**src/rtl/fsg_pkg.sv**
```systemverilog
package fsg_pkg;
  localparam int SYN_W   = 32;
  localparam int CAUSE_W = 5;
  localparam int STORE_BIT = 10;

  typedef enum logic [1:0] {
    ACC_FETCH = 2'd0,
    ACC_LOAD  = 2'd1,
    ACC_STORE = 2'd2,
    ACC_RSVD  = 2'd3
  } acc_kind_e;

  // cause code for a translation fault: protection 16/17, miss 18/19
  function automatic logic [CAUSE_W-1:0] xlat_cause(input logic miss,
                                                    input acc_kind_e kind);
    logic [CAUSE_W-1:0] c;
    unique case ({miss, kind == ACC_FETCH})
      2'b00:   c = CAUSE_W'(16);
      2'b01:   c = CAUSE_W'(17);
      2'b10:   c = CAUSE_W'(18);
      default: c = CAUSE_W'(19);
    endcase
    return c;
  endfunction

  function automatic logic [SYN_W-1:0] xlat_syndrome(input logic miss,
                                                     input acc_kind_e kind);
    logic [SYN_W-1:0] s;
    s = '0;
    s[CAUSE_W-1:0] = xlat_cause(miss, kind);
    s[STORE_BIT]   = (kind == ACC_STORE);
    return s;
  endfunction
endpackage

```
**src/rtl/fsg_xlat_decode.sv**
```systemverilog
module fsg_xlat_decode
  import fsg_pkg::*;
(
  input  logic             xl_valid,
  input  logic             xl_hit,
  input  logic             xl_miss,
  input  logic [1:0]       xl_kind,
  input  logic             xl_probe,
  output logic             fault,
  output logic             probe_miss,
  output logic [SYN_W-1:0] fault_syn
);
  logic lookup_missed;
  acc_kind_e kind;

  assign kind          = acc_kind_e'(xl_kind);
  assign lookup_missed = xl_valid && !xl_hit;
  assign fault         = lookup_missed && !xl_probe;
  assign probe_miss    = lookup_missed && xl_probe;

  always_comb begin
    fault_syn = xlat_syndrome(xl_miss, kind);
  end
endmodule

```
**src/rtl/fsg_ua_decode.sv**
```systemverilog
module fsg_ua_decode
  import fsg_pkg::*;
#(
  parameter int unsigned          UA_CAUSE    = 1,
  parameter logic [SYN_W-1:0]     STATUS_MASK = 32'h0000_0FE0
) (
  input  logic             stat_valid,
  input  logic [SYN_W-1:0] stat,
  output logic [SYN_W-1:0] ua_syn
);
  logic [SYN_W-1:0] merged;

  // per-bit status merge, only where the mask allows it
  for (genvar b = 0; b < SYN_W; b++) begin : g_bit
    if (STATUS_MASK[b]) begin : g_keep
      assign merged[b] = stat_valid & stat[b];
    end else begin : g_drop
      assign merged[b] = 1'b0;
    end
  end

  assign ua_syn = merged | SYN_W'(UA_CAUSE);
endmodule

```
**src/rtl/fsg_regs.sv**
```systemverilog
module fsg_regs
  import fsg_pkg::*;
#(
  parameter int ADDR_W = 32
) (
  input  logic              clk,
  input  logic              rst_n,
  input  logic              xfault,
  input  logic              pmiss,
  input  logic [SYN_W-1:0]  xsyn,
  input  logic [ADDR_W-1:0] xaddr,
  input  logic              ua_valid,
  input  logic [SYN_W-1:0]  usyn,
  input  logic [ADDR_W-1:0] uaddr,
  input  logic              mmu_taken,
  output logic              xaccept,
  output logic              ua_take,
  output logic [SYN_W-1:0]  syn_q,
  output logic [ADDR_W-1:0] addr_q,
  output logic              hw_q,
  output logic              pend_q,
  output logic              rec_q,
  output logic              pf_q
);
  logic recursive;

  assign xaccept   = xfault && (!pend_q || mmu_taken);
  assign recursive = xfault && pend_q && !mmu_taken;
  assign ua_take   = ua_valid && !xfault;

  always_ff @(posedge clk) begin
    if (!rst_n) begin
      syn_q  <= '0;
      addr_q <= '0;
      hw_q   <= 1'b0;
      pend_q <= 1'b0;
      rec_q  <= 1'b0;
      pf_q   <= 1'b0;
    end else begin
      hw_q  <= ua_take;
      rec_q <= recursive;
      pf_q  <= pmiss;
      if (xaccept) begin
        syn_q  <= xsyn;
        addr_q <= xaddr;
        pend_q <= 1'b1;
      end else begin
        if (mmu_taken) pend_q <= 1'b0;
        if (ua_take) begin
          syn_q  <= usyn;
          addr_q <= uaddr;
        end
      end
    end
  end
endmodule

```
**src/rtl/fault_syndrome_gen.sv**
```systemverilog
module fault_syndrome_gen
  import fsg_pkg::*;
#(
  parameter int               ADDR_W      = 32,
  parameter int unsigned      UA_CAUSE    = 1,
  parameter logic [31:0]      STATUS_MASK = 32'h0000_0FE0
) (
  input  logic              clk,
  input  logic              rst_n,
  input  logic              ua_valid,
  input  logic [ADDR_W-1:0] ua_addr,
  input  logic              ua_stat_valid,
  input  logic [31:0]       ua_stat,
  input  logic              xl_valid,
  input  logic              xl_hit,
  input  logic              xl_miss,
  input  logic [1:0]        xl_kind,
  input  logic              xl_probe,
  input  logic [ADDR_W-1:0] xl_addr,
  input  logic              mmu_taken,
  output logic [31:0]       syndrome,
  output logic [ADDR_W-1:0] fault_addr,
  output logic              hw_exc_req,
  output logic              mmu_exc_req,
  output logic              recursive_fault,
  output logic              probe_fail
);
  logic             xlat_fault;
  logic             xlat_probe_miss;
  logic             xlat_accept;
  logic             ua_take;
  logic [SYN_W-1:0] xlat_syn;
  logic [SYN_W-1:0] ua_syn;

  fsg_xlat_decode u_xlat (
    .xl_valid   (xl_valid),
    .xl_hit     (xl_hit),
    .xl_miss    (xl_miss),
    .xl_kind    (xl_kind),
    .xl_probe   (xl_probe),
    .fault      (xlat_fault),
    .probe_miss (xlat_probe_miss),
    .fault_syn  (xlat_syn)
  );

  fsg_ua_decode #(
    .UA_CAUSE    (UA_CAUSE),
    .STATUS_MASK (STATUS_MASK)
  ) u_ua (
    .stat_valid (ua_stat_valid),
    .stat       (ua_stat),
    .ua_syn     (ua_syn)
  );

  fsg_regs #(.ADDR_W(ADDR_W)) u_regs (
    .clk       (clk),
    .rst_n     (rst_n),
    .xfault    (xlat_fault),
    .pmiss     (xlat_probe_miss),
    .xsyn      (xlat_syn),
    .xaddr     (xl_addr),
    .ua_valid  (ua_valid),
    .usyn      (ua_syn),
    .uaddr     (ua_addr),
    .mmu_taken (mmu_taken),
    .xaccept   (xlat_accept),
    .ua_take   (ua_take),
    .syn_q     (syndrome),
    .addr_q    (fault_addr),
    .hw_q      (hw_exc_req),
    .pend_q    (mmu_exc_req),
    .rec_q     (recursive_fault),
    .pf_q      (probe_fail)
  );
endmodule

```
**config.mk**
```make
export PLATFORM = sky130hd
export DESIGN_NAME = fault_syndrome_gen
export DESIGN_NICKNAME = d
export VERILOG_FILES = /design/src/rtl/fsg_pkg.sv /design/src/rtl/fsg_xlat_decode.sv /design/src/rtl/fsg_ua_decode.sv /design/src/rtl/fsg_regs.sv /design/src/rtl/fault_syndrome_gen.sv
export SDC_FILE = /design/constraint.sdc
export NUM_CORES = 1
export LEC_CHECK = 0
export BUFFER_PORTS_ARGS = -buffer_cell sky130_fd_sc_hd__buf_2
export CELL_PAD_IN_SITES_DETAIL_PLACEMENT = 0
export CELL_PAD_IN_SITES_GLOBAL_PLACEMENT = 1
export CORE_MARGIN = 2
export CORE_UTILIZATION = 30
export DETAILED_ROUTE_END_ITERATION = 8
export GPL_TIMING_DRIVEN = 0
export PLACE_DENSITY = 0.95
export SYNTH_ARGS = -nofsm -noshare
export SYNTH_HDL_FRONTEND = slang
export SYNTH_SLANG_ARGS = --single-unit
```
**constraint.sdc**
```tcl
create_clock -name clk -period 1.95 [get_ports clk]
set_clock_uncertainty 0.15 [all_clocks]
set_input_delay 0.195 -clock clk [delete_from_list [all_inputs] [get_ports clk]]
set_output_delay 0.195 -clock clk [all_outputs]
set_load 0.05 [all_outputs]
```
==> flow_metrics.env <==
export IMPL_initial_core_util=0.314
export IMPL_r2r_start="u_regs.pend_q"
export IMPL_p_sw_w=0.000852
export IMPL_min_period_ns=1.55
export IMPL_rsz0062_at_grt="false"
export IMPL_worstSetupPathType="reg2reg"
export IMPL_clock_sinks=46
export IMPL_fp_row_count=32
export IMPL_grt_use_total=0.163
export IMPL_switching_share=0.355
export IMPL_final_common_cell="buf_2"
export IMPL_die_w_um=94.4
export IMPL_n_fill_cell=793
export IMPL_p_leak_nw=1.76
export IMPL_hold_buffers=15
export IMPL_multi_input_area_um2=1320
export IMPL_critPathArrivalTime_ns=1.62
export IMPL_hold_start="xl_addr[22]"
export IMPL_critical_path_startpoint_type="flip-flop"
export IMPL_ios=175
export IMPL_run_status="completed"
export IMPL_period_share=0.794
export IMPL_synth_lib_cells_used_distinct=30
export IMPL_holdCritPathClass="in2reg"
export IMPL_area_growth_pct=44.0
export IMPL_clk_pin_slew_worst_paths_ns=0.08
export IMPL_cp_max_fo=10
export IMPL_die_area_um2=8910
export IMPL_cts_tree="done"
export IMPL_p_clk_frac=0.252
export IMPL_vias_per_cell=4.69
export IMPL_place_congestion=0.733
export IMPL_grt_max_degree=14
export IMPL_mostFrequentLayoutCells="buf_2, nand2_1, dfxtp_1, o21ai_0, a31oi_1"
export IMPL_reg2reg_slack_ns=0.40
export IMPL_path_cells="nand2b_1, buf_2, buf_1, nand2_1, a31oi_1"
export IMPL_postCtsSetupRepairBufs=0
export IMPL_whs_endpoint="u_regs.addr_q[22]"
export IMPL_core_um2=7810
export IMPL_clk_latency_ns=0.29
export IMPL_port_buffers=126
export IMPL_synth_area_um2=2450
export IMPL_p_seq_frac=0.434
export IMPL_p_comb_frac=0.314
export IMPL_finalNetCount=574
export IMPL_synth_area_leader_cell="dfxtp_1"
export IMPL_clock_tree_buffer_depth=2
export IMPL_slew_viol_final=0
export IMPL_routedWlPerCell_um=13.0
export IMPL_ant_nets=0
export IMPL_crit_path_end_kind="flip-flop"
export IMPL_drive_gt1_frac=0.449
export IMPL_drc=0
export IMPL_root_buffer="clkbuf_8"
export IMPL_peakVddDrop_uv=288
export IMPL_die_y_um=94.4
export IMPL_setup_ws_ns=0.402
export IMPL_p_per_area_nw_per_um2=680
export IMPL_seq_area_um2=921
export IMPL_antenna_found_initial=0
export IMPL_setup_viol=0
export IMPL_grt_pass1_wl_um=11500
export IMPL_worst_path_buf_inv=2
export IMPL_setup_tns_final_ns=0
export IMPL_n_antenna_cell=0
export IMPL_ys_ff_latch=46
export IMPL_timing_rr_end="u_regs.addr_q[17]"
export IMPL_ys_seq_area_frac=0.376
export IMPL_synth_top_cell_area_share=0.376
export IMPL_slowest_delay_ns=0.42
export IMPL_dp_hpwl_um=5450
export IMPL_place_ws_ns=0.368
export IMPL_syn_inst=298
export IMPL_crit_family="buffers and inverters"
export IMPL_syn_area_per_cell_um2=8.23
export IMPL_internal_power_w=0.00155
export IMPL_fmax_mhz=646
export IMPL_vias=2676
export IMPL_routed_wl_um=7430
export IMPL_ff2ff_path_depth=5
export IMPL_htree_levels=2
export IMPL_ys_warn_count=0
export IMPL_crit_path_top_delay_cell="buf_1"
export IMPL_grt_pass1_vias=2462
export IMPL_hold_viol_final=0
export IMPL_cts_resized=0
export IMPL_hold_path_depth=3
export IMPL_total_power_w=0.00240
export IMPL_critPathRequiredTime_ns=2.02
export IMPL_drtIter0Drc=84
export IMPL_grt_overflow_total=0
export IMPL_numCtsBuffers=5
export IMPL_yosys_top_cells_area="dfxtp_1, mux2_2, nand2_1"
export IMPL_drv_cap=0
export IMPL_firstDrtPassIters=5
[area by class of cell]
type / instances / share of cell area
sequential: 46 / 0.261
inverter: 2 / 0.00213
timing repair buffer: 141 / 0.221
buffer: 47 / 0.0811
clock inverter: 1 / 0.00142
multi-input combinational: 224 / 0.373
clock buffer: 7 / 0.0245
tap: 102 / 0.0361
[routing by layer]
metal / wire [um] / global-route usage / vias up
met5: 0 / 0 / -
met4: 78 / 0.0459 / 0
met3: 632 / 0.0375 / 9
met2: 3470 / 0.278 / 120
met1: 3250 / 0.206 / 1202
li1: - / - / 1345
[power groups by stage]
| stage | logic (W) | clock network (W) | registers, W |
|---|---|---|---|
| after floorplan | 0.000320 | 0 | 0.00128 |
| after global placement | 0.000724 | 0 | 0.00106 |
| after detailed placement | 0.000731 | 0 | 0.00106 |
| after CTS | 0.000755 | 0.000629 | 0.00104 |
| after global routing | 0.000802 | 0.000671 | 0.00105 |
| final | 0.000753 | 0.000606 | 0.00104 |
[worst max-delay path by stage]
stage                             start           endpoint  cells after the start
final                     u_regs.pend_q  u_regs.addr_q[17]                      5
after global routing      u_regs.pend_q  u_regs.addr_q[17]                      5
after CTS                 u_regs.pend_q  u_regs.addr_q[16]                      5
after detailed placement       xl_probe  u_regs.addr_q[31]                      5
after global placement        mmu_taken  u_regs.addr_q[22]                      6
after floorplan           u_regs.pend_q    u_regs.syn_q[1]                      5
[worst min-delay path: stages]
cell     delay [ns]
buf_2          0.10
nand2_1        0.05
a31oi_1        0.07
[synthesized netlist by cell type]
cell type and n:
o221a_2 1, inv_1 2, buf_2 17, nand3b_1 1
a311oi_1 1, o21ai_0 35, clkbuf_1 3, clkbuf_2 2
conb_1 1, nand2_1 66, buf_1 2, o21ai_1 4
a21oi_1 8, a211oi_1 1, dfxtp_1 46, mux2_2 32
o21ai_4 1, nand3_1 3, and3_1 1, nor3_1 2
nor2_1 1, nor2b_1 1, and4b_1 1, nand2b_1 1
mux2i_1 1, a31oi_1 33, buf_4 23, nor3b_4 1
nand4_1 6, or3b_1 1
[flip-flops by register name, summed over array words and instances (netlist names)]
signal	count
u_regs.addr_q	32
u_regs.hw_q	1
u_regs.pend_q	1
u_regs.pf_q	1
u_regs.rec_q	1
u_regs.syn_q	10
[through the flow]
step | hold WS [ns] | instances | instance area [um^2] | utilization
2_1_floorplan | 0.183 | 319 | 2530 | -
3_3_place_gp | 0.309 | 547 | 3290 | 0.421
3_5_place_dp | 0.310 | 547 | 3290 | 0.421
4_1_cts | 0.000165 | 570 | 3530 | 0.452
5_1_grt | 0.00499 | 570 | 3530 | 0.452
6_report | 0.00943 | 570 | 3530 | 0.452
[logic make-up (layout without fill, tap and decap cells)]
family / after synthesis / count (layout) / share of synthesized area
flops: 46 / 46 / 0.376
other cells: 1 / 22 / 0.00153
buf+inv: 49 / 198 / 0.120
mux: 33 / 33 / 0.151
simple gates: 85 / 85 / 0.154
compound gates: 84 / 84 / 0.198
No activity file was read; power rests on OpenSTA's default activity.
